## src/rtl/sleep_idle_ctrl.sv

```systemverilog
module sleep_idle_ctrl #(
  parameter int NIRQ = 4
) (
  input  logic            clk,
  input  logic            rst_n,
  input  logic            sleep_req,
  input  logic            idle_en,
  input  logic            osc_keep,
  input  logic            two_speed,
  input  logic            gie,
  input  logic            wake_rst,
  input  logic            osc_rdy,
  input  logic [NIRQ-1:0] irq_req,
  input  logic [NIRQ-1:0] irq_en,
  output logic            cpu_clk_en,
  output logic            per_clk_en,
  output logic            pri_osc_en,
  output logic            clk_sel,
  output logic            resume_vld,
  output logic [1:0]      resume_tgt,
  output logic [1:0]      mode,
  output logic            slp_flag,
  output logic            idl_flag
);
  typedef enum logic [1:0] {S_RUN = 2'd0, S_IDLE = 2'd1, S_SLEEP = 2'd2, S_WAKE = 2'd3} st_t;
  localparam logic [1:0] T_NEXT = 2'd0;
  localparam logic [1:0] T_ISR  = 2'd1;
  localparam logic [1:0] T_RST  = 2'd2;

  st_t        st;
  logic       gap, pend;
  logic [1:0] tgt;
  logic       irq_hit;
  logic [1:0] irq_tgt;

  assign irq_hit = |(irq_req & irq_en);
  assign irq_tgt = gie ? T_ISR : T_NEXT;

  assign cpu_clk_en = (st == S_RUN) | ((st == S_WAKE) & ~clk_sel & two_speed & ~gap);
  assign per_clk_en = (st == S_RUN) | (st == S_IDLE) |
                      ((st == S_WAKE) & (clk_sel ? osc_rdy : (two_speed & ~gap)));
  assign pri_osc_en = (st != S_SLEEP) | osc_keep;
  assign resume_vld = pend & cpu_clk_en;
  assign resume_tgt = tgt;
  assign mode       = st;

  always_ff @(posedge clk or negedge rst_n) begin
    if (!rst_n) begin
      st       <= S_RUN;
      clk_sel  <= 1'b1;
      gap      <= 1'b0;
      pend     <= 1'b0;
      tgt      <= T_RST;
      slp_flag <= 1'b0;
      idl_flag <= 1'b0;
    end else begin
      if (resume_vld) pend <= 1'b0;
      case (st)
        S_RUN: begin
          if (wake_rst) begin
            tgt  <= T_RST;
            pend <= 1'b1;
          end else if (sleep_req) begin
            if (irq_hit) begin
              tgt  <= irq_tgt;
              pend <= 1'b1;
            end else if (idle_en) begin
              st       <= S_IDLE;
              idl_flag <= 1'b1;
            end else begin
              st       <= S_SLEEP;
              slp_flag <= 1'b1;
              clk_sel  <= clk_sel & osc_keep;
            end
          end
        end
        S_IDLE, S_SLEEP: begin
          if (st == S_SLEEP) clk_sel <= clk_sel & osc_keep;
          if (wake_rst || irq_hit) begin
            st   <= S_WAKE;
            pend <= 1'b1;
            tgt  <= wake_rst ? T_RST : irq_tgt;
          end
        end
        default: begin
          if (wake_rst) begin
            tgt  <= T_RST;
            pend <= 1'b1;
          end
          if (gap) begin
            clk_sel <= 1'b1;
            gap     <= 1'b0;
            st      <= S_RUN;
          end else if (osc_rdy) begin
            if (clk_sel) st <= S_RUN;
            else         gap <= 1'b1;
          end
        end
      endcase
    end
  end
endmodule

```

## config.mk

```make
export PLATFORM = sky130hd
export DESIGN_NAME = sleep_idle_ctrl
export DESIGN_NICKNAME = d
export VERILOG_FILES = /design/src/rtl/sleep_idle_ctrl.sv
export SDC_FILE = /design/constraint.sdc
export NUM_CORES = 1
export LEC_CHECK = 0
export ABC_AREA = 1
export BUFFER_PORTS_ARGS = -buffer_cell sky130_fd_sc_hd__buf_2
export CAP_MARGIN = 20
export CORE_UTILIZATION = 35
export DETAILED_ROUTE_END_ITERATION = 8
export MAX_ROUTING_LAYER = met4
export PLACE_DENSITY = 0.6
export REMOVE_ABC_BUFFERS = 1
export SYNTH_ARGS = -nofsm -noshare
export SYNTH_HDL_FRONTEND = slang
export SYNTH_SLANG_ARGS = --single-unit
```

## constraint.sdc

```tcl
create_clock -name clk -period 3.7 [get_ports clk]
set_input_delay 0.185 -clock clk [delete_from_list [all_inputs] [get_ports clk]]
set_output_delay 0.185 -clock clk [all_outputs]
set_load 0.005 [all_outputs]
```

Word level (Yosys, flattened, before mapping)
Cells that the tools add are included.
W data, S select, Z words.

storage, ports and cells
  flip-flop bits (word level) = 9
  bits in latches = 0
  RAM bits = 0
  bits in read-only memories = 0
  output and inout port bits = 11
  word-level logic and storage cells = 85
  memories kept = 0

cells by class
  add/sub/neg operators = 0
  multipliers = 0
  divide/modulo/power cells = 0
  order comparisons = 0
  eq/ne operators = 12
  shift-type cells = 0
  multiplexer cells = 35
  bitwise operators = 17
  reductions and logical operators = 14

operators with widths
  kind                  number
  $mux W2               14
  $mux W1               17
  $ne A2 B2 Y1 const B  7
  $reduce_and A6 Y1     2
  $reduce_and A5 Y1     2
  $pmux W2 S2           2
  $reduce_bool A4 Y1    2
  $and A1 B1 Y1         7
  $ne A3 B3 Y1 const B  2
  $reduce_bool A3 Y1    2
  $not A1 Y1            5
  $and A4 B4 Y4         1
  $eq A2 B2 Y1 const B  2
  $or A1 B1 Y1          4
  $pmux W1 S2           2
  $reduce_and A4 Y1     1
  $reduce_or A4 Y1      1
  $reduce_or A3 Y1      1
  $eq A2 B1 Y1 const B  1
  $logic_not A2 Y1      1
  $reduce_or A2 Y1      1
  $logic_or A1 B1 Y1    1

Longest topological paths before layout
Gate-level depths: netlist (run 1).

  depth in word-level cells = 11
  gate-level depth with buffers = 10
  depth with buffers taken out = 10

Least setup slack after synthesis (run 1)
Ideal clock, no wire load.

  kind = register -> register
  start point = register st[0], in the netlist mode[0]
  end point = register st[1], in the netlist mode[1]
  library setup time = 118 ps
  arrival time = 1335 ps
  required time = 3582 ps
  slack = 2247 ps
  stages on the path, launching flop included = 9
  path through = dfrtp_1 -> inv_1 -> ha_1 -> inv_2 -> a21oi_1 -> a21oi_1 -> nand3_1 -> nand2_1 -> nand2_1

on the way
  word-level cells in the longest chain between the ends = 4
  elaborated cells between the ends (all ways) = 12
  those cells by class = eq/ne (6); mux (1); reduce/logical (5)

RTL lines
  item                                                                 line  RTL
  start, declared                                                      30    st_t st;
  start signal, assigned                                               49    st <= S_RUN;
  start signal, assigned                                               68    st <= S_IDLE;
  start signal, assigned                                               71    st <= S_SLEEP;
  $eq A2 B1 Y1 / $eq A2 B2 Y1 (equally long branches)                  58    case (st)
  $reduce_or A2 Y1                                                     n/a
  $reduce_bool A4 Y1 (no line) / $ne A2 B2 Y1 (equally long branches)  n/a
  $reduce_and A6 Y1 (no line)                                          n/a

Parallel ways exist; a longest one is shown, timed or not.
A chain may end at the register's enable or synchronous reset.

Worst setup path in the final report (run 1)
  start point = register st[0], in the netlist mode[0]
  end point = output per_clk_en

on the way
  word-level cells in the longest chain between the ends = 3
  elaborated cells between the ends (all ways) = 6
  those cells by class = eq/ne (2); bitwise (3); reduce/logical (1)

RTL lines
  item                                                  line    RTL
  $eq A2 B1 Y1 (tied with other cells)                  40      assign per_clk_en = (st == S_RUN) | (st == S_IDLE) |
  $or A1 B1 Y1 / $and A1 B1 Y1 (equally long branches)  40, 41
  $or A1 B1 Y1 (*)                                      40
  end, declared                                         16      output logic per_clk_en,

Mark *: on every way between the ends. The rest lies on a longest branch, timed or not.

==> results of run 1 <==
==> flip-flops by register name, indices dropped and copies added (netlist names) <==
| name | cells |
|---|---|
| resume_tgt | 2 |
| slp_flag | 1 |
| gap | 1 |
| pend | 1 |
| clk_sel | 1 |
| mode | 2 |
| idl_flag | 1 |
==> critical path: stages, from the launching register on <==
cell      delay, ns
dfrtp_1        0.46
inv_1          0.09
ha_1           0.29
inv_2          0.13
nand2_1        0.09
inv_1          0.08
nand3b_1       0.07
buf_2          0.12
==> synthesized netlist by cell type <==
| cell | instances | area share [%] |
|---|---|---|
| nand2_1 | 25 | 14 |
| inv_1 | 13 | 7.5 |
| a21oi_1 | 7 | 5.4 |
| dfrtp_1 | 7 | 27 |
| ha_1 | 6 | 11 |
| nand3_1 | 6 | 4.6 |
| nor2_1 | 6 | 3.4 |
| nand4_1 | 5 | 4.8 |
| o21ai_0 | 5 | 3.8 |
| dfstp_2 | 2 | 8.0 |
| o21bai_1 | 2 | 2.3 |
| a21oi_2 | 1 | 1.3 |
| inv_2 | 1 | 0.57 |
| nand3_2 | 1 | 1.5 |
| nand3b_1 | 1 | 1.1 |
| nor3_1 | 1 | 0.76 |
| o21ai_2 | 1 | 1.3 |
| or2_1 | 1 | 0.96 |
==> power breakdown <==
group,switching [µW],leakage (µW),internal [µW]
Clock,36.9,0.0000150,41.7
Combinational,229,0.000350,164
Sequential,38.3,0.000105,153
==> stage by stage <==
| stage | area [µm²] | cells |
|---|---|---|
| after CTS | 857 | 148 |
| after detailed placement | 821 | 143 |
| after global routing | 857 | 148 |
| after global placement | 821 | 143 |
| final | 857 | 148 |
| after floorplan | 654 | 91 |
==> kinds of logic after synthesis <==
family	after synthesis	share of synthesized area, %
buf+inv	14	8.03
fa+ha+maj	6	11.5
flops	9	34.8
compound gates	16	14.1
simple gates	46	31.5
==> how the worst min path moves through the flow <==
stage,from,to,cells after the start,slack [ns]
after floorplan,rst_n,gap$_DFFE_PN0P_,0,-0.11
after global placement,rst_n,gap$_DFFE_PN0P_,1,0.05
after detailed placement,rst_n,mode[0]$_DFFE_PN0P_,1,0.05
after CTS,osc_rdy,gap$_DFFE_PN0P_,3,0.19
after global routing,wake_rst,pend$_DFF_PN0_,3,0.20
final,osc_rdy,gap$_DFFE_PN0P_,3,0.18
==> metal layers <==
metal | part of all wire, % | wire length [µm] | vias up
met3 | 4.5 | 70 | 2
met2 | 48 | 746 | 23
li1 | - | - | 364
met4 | 0.90 | 14 | 0
met5 | 0 | 0 | -
met1 | 46 | 718 | 310
==> final cells by class <==
| type | instances | area [µm²] | share of cell area, % |
|---|---|---|---|
| inverter | 14 | 52.6 | 6.13 |
| sequential | 9 | 228 | 26.6 |
| timing repair buffer | 28 | 145 | 16.9 |
| clock buffer | 4 | 26.3 | 3.07 |
| multi-input combinational | 68 | 374 | 43.6 |
| tap | 25 | 31.3 | 3.65 |
==> timing repair <==
item                       4_1_cts  5_1_grt
hold endpoints to repair         7        0
hold buffers                     1        0
setup endpoints to repair        0        0
==> flow_metrics.tcl, run 1 <==
set metrics [dict create \
    final_util_pct 49.1 \
    htree_num_levels 1 \
    top_usage_layer "met2" \
    cts_sinks 9 \
    track_usage_pct 17.8 \
    worst_slack_ns 1.91 \
    routed_via_density 4.72 \
    clock_latency_ns 0.26 \
    cts_tree "built" \
    area_delta_synth_final_pct 31.0 \
    r2r_end "mode[1]$_DFFE_PN0P_" \
    final_common_cell "buf_2" \
    critPathLaunchType "flop" \
    start_util_pct 37.5 \
    period_share_pct 48.4 \
    slew-limit-headroom_pct 81.6 \
    io_pins 28 \
    peakVddDrop_mv 0.258 \
    required_ns 3.51 \
    cts_setup_buffers 0 \
    drc_errors 0 \
    r2r_setup_slack_ns 2.00 \
    hold_class "in2reg" \
    num_antenna_cells 0 \
    grt_use_met1_pct 21.7 \
    cp-end-kind "output pin" \
    cts_buffer_depth 2 \
    rr_worst_depth 8 \
    use_met2_pct 28.1 \
    design.core.area_um2 1750 \
    core.rowCount 15 \
    io_buffer_count 27 \
    p_leak_uw 0.000470 \
    tightestPinTransition_ns 0.277 \
    die_height_um 45.2 \
    fillers 187 \
    ys_seq_elements 9 \
    vias 699 \
    worstPathArrival_ns 1.61 \
    maxCapViolCount 0 \
    fp.dieArea_um2 2050 \
    place_hpwl_um 1220 \
    postSynthAreaPerCell_um2 7.19 \
    path_class "reg2out" \
    fin_setup_tns_ns 0 \
    routed_wl_um 1550 \
    rsz0062_at_grt "false" \
    ys_warn_count 0 \
    period_minus_slack_ns 1.79 \
    fmax_ghz 0.558 \
    die_x_um 45.2 \
    slew_violations 0 \
    wl_per_cell_um 10.5 \
    grt_antenna_before_repair 0 \
    cts_root_buffer "clkbuf_4" \
    pre_cts_ws_ns 2.07 \
    antenna_left 0 \
    ctsResizeCount 0 \
    outcome "complete, no violations" \
    cts_buffers 3 \
    rr_startpoint "mode[0]$_DFFE_PN0P_" \
    clkTransAtPathRegs_ns 0.07 \
    p_per_area_nw_per_um2 773 \
    drive_gt1_share_pct 29.3 \
    synth_cells 91 \
    grt_max_degree 10 \
    grt_pass1_vias 593 \
    synth_area_um2 654 \
    grt_overflow_total 0 \
    drtIter0Drc 12 \
    mostFrequentLayoutCells "27 x buf_2, 25 x nand2_1, 13 x inv_1" \
    yosysSeqAreaShare_pct 34.8 \
    synth_cell_types 18 \
    startpoint "mode[0]$_DFFE_PN0P_" \
    use_met3_pct 4.00 \
    holdWs_ns 0.185 \
    first_pass_iters 4 \
    critPathCapture "per_clk_en" \
    power_uw 663 \
    hold_viol_final 0 \
    path_max_fanout 7 \
    final_nets 147 \
    grt_pass1_wl_um 2500 \
    gp_congestion 0.796 \
    finalSetupViolCount 0 \
    skew_ns 0.00385 \
]
No activity file was read; power rests on OpenSTA's default activity.
==> inputs of run 2 (changes only) <==
==> constraint.sdc (replaced) <==
create_clock -name clk -period 1.65 [get_ports clk]
set_input_delay 0.0825 -clock clk [delete_from_list [all_inputs] [get_ports clk]]
set_output_delay 0.0825 -clock clk [all_outputs]
set_load 0.005 [all_outputs]
==> run 2 against run 1 <==
  * Sequential power up 120%
  * First-iteration DRC count up 8.3%
  * Largest cell class unchanged
  * Clock skew up 0.0017 ns
  * Highest routed layer unchanged
  * Largest power group unchanged
==> flow_metrics.tcl, run 2 (synthesis results as in run 1) <==
set metrics [dict create \
    pre_cts_ws_ns 0.0470 \
    grt_pass1_wl_um 2550 \
    gp_congestion 0.826 \
    multi_input_area_um2 390 \
    slew-limit-headroom_pct 82.3 \
    wl_per_cell_um 10.8 \
    num_antenna_cells 0 \
    rsz0062_at_grt "false" \
    fillers 191 \
    antenna_left 0 \
    cp-end-kind "output pin" \
    worst_slack_ns 0.0902 \
    io_pins 28 \
    grt_max_degree 10 \
    die_height_um 45.2 \
    use_met3_pct 6.00 \
    hold_viol_final 0 \
    dpl-instance-area_um2 836 \
    p_leak_uw 0.000485 \
    seqCellArea_um2 229 \
    worstPathArrival_ns 1.48 \
    finalSetupViolCount 0 \
    grt_pass1_vias 586 \
    required_ns 1.57 \
    peakVddDrop_mv 1.12 \
    holdWs_ns 0.0992 \
    cts_tree "built" \
    drive_gt1_share_pct 33.3 \
    start_util_pct 37.5 \
    clock_latency_ns 0.26 \
    cts_buffer_depth 2 \
    first_pass_iters 4 \
    final_common_cell "buf_2" \
    skew_ns 0.00550 \
    die_x_um 45.2 \
    tightestPinTransition_ns 0.265 \
    path_max_fanout 5 \
    grt_use_met1_pct 22.5 \
    critPathLaunchType "flop" \
    mostFrequentLayoutCells "27 x buf_2, 25 x nand2_1, 13 x inv_1" \
    final_nets 150 \
    slew_violations 0 \
    routed_wl_um 1640 \
    fin_setup_tns_ns 0 \
    hold_class "in2reg" \
    core.rowCount 15 \
    track_usage_pct 17.8 \
    grt_overflow_total 0 \
    cts_sinks 9 \
    p_per_area_nw_per_um2 1800 \
    cts_root_buffer "clkbuf_4" \
    drc_errors 0 \
    clkTransAtPathRegs_ns 0.06 \
    vias 701 \
    grt_antenna_before_repair 0 \
    path_class "reg2out" \
    fp.dieArea_um2 2050 \
    period_share_pct 94.5 \
    design_area_um2 897 \
    routed_via_density 4.64 \
    use_met2_pct 27.5 \
    maxCapViolCount 0 \
    htree_num_levels 1 \
    cts_buffers 3 \
    fmax_ghz 0.641 \
    top_usage_layer "met2" \
    outcome "complete, no violations" \
    area_delta_synth_final_pct 37.1 \
    drtIter0Drc 13 \
    design.core.area_um2 1750 \
    io_buffer_count 27 \
    period_minus_slack_ns 1.56 \
    place_hpwl_um 1280 \
]
-- run 2: cell count changes in the layout (fill, tap and decap cells not counted) --
cell / delta
a21oi_1: -1
a21oi_2: +1
buf_4: +3
dfrtp_1: -1
dfrtp_2: +1
ha_1: -1
ha_4: +1
-- run 2: stage by stage --
| stage | power, µW | utilization, % | instances |
|---|---|---|---|
| detailed placement | 1340 | 47.9 | 145 |
| global route | 1780 | 51.4 | 151 |
| CTS | 1530 | 50.1 | 150 |
| finish | 1610 | 51.4 | 151 |
| global placement | 1320 | 47.9 | 145 |
| floorplan | 1020 | - | 91 |
-- run 2: worst paths after layout --
check / slack [ns] / depth (start not counted) / startpoint / end
setup / recovery: 0.09 / 7 / mode[0]$_DFFE_PN0P_ / per_clk_en
hold / removal: 0.1 / 3 / wake_rst / pend$_DFF_PN0_
setup reg to reg: 0.13 / 10 / mode[1]$_DFFE_PN0P_ / clk_sel$_DFFE_PN1P_
hold reg to reg: 0.46 / 2 / resume_tgt[1]$_DFFE_PN1P_ / resume_tgt[1]$_DFFE_PN1P_
max in group asynchronous: 1.21 / 2 / rst_n / resume_tgt[1]$_DFFE_PN1P_
min in group asynchronous: 0.19 / 2 / rst_n / gap$_DFFE_PN0P_
-- run 2: final cells by class --
type | count | area share [%]
multi-input combinational | 68 | 43.5
timing repair buffer | 31 | 18.7
tap | 25 | 3.49
inverter | 14 | 5.86
clock buffer | 4 | 2.93
sequential | 9 | 25.5
-- run 2: repair_timing --
action                                 in CTS  in global routing
pin swaps                                   0                  0
resized for setup                           1                  3
setup buffers                               0                  1
hold buffers                                1                  0
setup endpoints to repair                   2                  5
endpoints found under the hold margin       9                  0
gates cloned                                0                  0
-- run 2: report_power, final --
part | total (µW) | internal [µW] | switching [µW]
clock network | 173 | 93.3 | 79.4
logic | 1020 | 453 | 567
registers | 419 | 346 | 72.4
total | 1610 | 893 | 719
-- run 2: per-layer routing --
| layer | vias to the layer above | share of wire (%) | wire length (µm) |
|---|---|---|---|
| li1 | 372 | - | - |
| met1 | 307 | 46 | 746 |
| met2 | 20 | 49 | 805 |
| met3 | 2 | 4.2 | 69 |
| met4 | 0 | 0.86 | 14 |
| met5 | - | 0 | 0 |
-- run 2: critical path: stages, from the launching register on --
cell,delay (ns)
dfrtp_1,0.39
buf_4,0.16
ha_1,0.22
nand4_1,0.10
nand2_1,0.08
inv_1,0.08
nand3b_1,0.07
buf_2,0.12
==> inputs of run 3 (changes only) <==
--- a/config.mk
+++ b/config.mk
@@ -8,10 +8,10 @@
 export ABC_AREA = 1
 export BUFFER_PORTS_ARGS = -buffer_cell sky130_fd_sc_hd__buf_2
 export CAP_MARGIN = 20
-export CORE_UTILIZATION = 35
+export CORE_UTILIZATION = 37
 export DETAILED_ROUTE_END_ITERATION = 8
 export MAX_ROUTING_LAYER = met4
-export PLACE_DENSITY = 0.6
+export PLACE_DENSITY = 0.63
 export REMOVE_ABC_BUFFERS = 1
 export SYNTH_ARGS = -nofsm -noshare
 export SYNTH_HDL_FRONTEND = slang
==> run 3 against run 2 <==
  * Critical path depth unchanged
  * Count of clock-buffer cells in the layout unchanged
  * Sequential power is 3% higher
  * Sequential share of layout area up 0.65 points
  * Die area decreased by 5.2%
  * Register-to-register slack is essentially flat
  * Worst setup slack better by 0.047 ns
  * Clock power barely moved
  * Critical path type unchanged
==> flow_metrics.tcl, run 3 (synthesis results as in run 1) <==
set metrics [dict create \
    hold_start "osc_rdy" \
    r2r_end "clk_sel$_DFFE_PN1P_" \
    io_pins 28 \
    pwr-share-seq_pct 27.3 \
    cts_buffers 3 \
    cp-end-kind "output pin" \
    worstPathArrival_ns 1.43 \
    peakVddDrop_mv 0.794 \
    grt_antenna_before_repair 0 \
    placed_cells 136 \
    maxCapViolCount 0 \
    final_nets 149 \
    rr_worst_depth 10 \
    skew_ns 0.00698 \
    hold_viol_final 0 \
    antenna_left 0 \
    pre_cts_ws_ns 0.0509 \
    r2r_setup_slack_ns 0.14 \
    die_height_um 44.1 \
    switchingPower_uw 700 \
    slew-limit-headroom_pct 82.0 \
    die_x_um 44.1 \
    start_util_pct 41.5 \
    p_int_uw 880 \
    grt_max_degree 10 \
    grt_overflow_total 0 \
    hold_class "in2reg" \
    period_minus_slack_ns 1.51 \
    cts_root_buffer "clkbuf_4" \
    rr_startpoint "mode[0]$_DFFE_PN0P_" \
    clock_latency_ns 0.26 \
    fp.dieArea_um2 1940 \
    routed_via_density 4.89 \
    place_hpwl_um 1240 \
    rsz0062_at_grt "false" \
    vias 689 \
    path_class "reg2out" \
    critPathLaunchType "flop" \
    p_leak_uw 0.000479 \
    p_clk_share_pct 10.9 \
    area_delta_synth_final_pct 34.4 \
    final_util_pct 55.8 \
    fmax_ghz 0.661 \
    mostFrequentLayoutCells "27 x buf_2, 25 x nand2_1, 13 x inv_1" \
    grt_pass1_vias 595 \
    cts_sinks 9 \
    slew_violations 0 \
    outcome "complete, no violations" \
    io_buffer_count 27 \
    cts_tree "built" \
    fin_setup_tns_ns 0 \
    path_max_fanout 7 \
    design.core.area_um2 1580 \
    htree_num_levels 1 \
    drive_gt1_share_pct 33.6 \
    holdPathEnd "gap$_DFFE_PN0P_" \
    required_ns 1.57 \
    core.rowCount 14 \
    worstHoldPathCells 3 \
    p_comb_share_pct 61.8 \
    wl_per_cell_um 11.1 \
    routed_wl_um 1560 \
    tightestPinTransition_ns 0.269 \
    period_share_pct 91.7 \
    final_common_cell "buf_2" \
    grt_pass1_wl_um 2530 \
    p_per_area_nw_per_um2 1800 \
    drc_errors 0 \
    clkTransAtPathRegs_ns 0.07 \
    worst_slack_ns 0.138 \
    p_sw_share_pct 44.3 \
    final-instance-count-excl-fill 141 \
    first_pass_iters 8 \
    track_usage_pct 18.7 \
    finalSetupViolCount 0 \
    gp_congestion 0.816 \
    drtIter0Drc 14 \
    num_antenna_cells 0 \
    cts_buffer_depth 2 \
]
==> run 3: worst max-delay path by stage <==
stage | start | end | slack, ns | depth (start not counted)
after detailed placement | mode[0]$_DFFE_PN0P_ | mode[1]$_DFFE_PN0P_ | 0.05 | 8
final | mode[0]$_DFFE_PN0P_ | resume_vld | 0.14 | 7
after global routing | mode[1]$_DFFE_PN0P_ | clk_sel$_DFFE_PN1P_ | 0.03 | 10
after CTS | mode[1]$_DFFE_PN0P_ | per_clk_en | 0.02 | 7
after floorplan | mode[0]$_DFFE_PN0P_ | mode[1]$_DFFE_PN0P_ | 0.20 | 8
after global placement | mode[0]$_DFFE_PN0P_ | mode[1]$_DFFE_PN0P_ | 0.14 | 8
==> run 3: layer usage <==
layer	track usage, %	routed length, µm	vias up
met4	10.9	10	0
met3	2.45	77	2
met5	-	0	-
li1	-	-	366
met1	24.5	773	299
met2	27.6	702	22
==> run 3: repair_timing <==
action,CTS,global route
resized for setup,1,4
buffers inserted,0,0
hold endpoints to repair,9,0
hold buffers,1,0
endpoints found under the setup margin,1,5
==> run 3: final cells by class <==
| class | count | area [µm²] |
|---|---|---|
| well taps | 16 | 20.0 |
| inverters | 14 | 52.6 |
| repair buffers | 30 | 160 |
| fillers | 150 | 697 |
| flip-flops and latches | 9 | 230 |
| clock buffers | 4 | 26.3 |
| multi-input cells | 68 | 390 |
==> run 3: worst max-delay path, cell delays in order (launching register included) <==
cell	delay, ns
dfrtp_2	0.45
inv_1	0.14
ha_4	0.18
inv_2	0.06
nand2_1	0.09
inv_1	0.06
nor2_1	0.08
buf_2	0.11
==> run 3: per-stage QoR <==
| step | hold slack [ns] | power (µW) | cell area [µm²] |
|---|---|---|---|
| after CTS | 0.0852 | 1530 | 862 |
| after global placement | -0.0492 | 1330 | 825 |
| final | 0.0885 | 1580 | 880 |
| after floorplan | -0.213 | 1020 | 654 |
| after detailed placement | -0.0490 | 1340 | 825 |
| after global routing | 0.0927 | 1770 | 880 |
==> run 3: power by group through the flow <==
stage	clock network, µW	logic (µW)	registers, µW
3_5_place_dp	0	907	432
4_1_cts	183	914	430
2_1_floorplan	0	585	431
3_3_place_gp	0	900	427
6_report	173	976	432
5_1_grt	195	1120	455
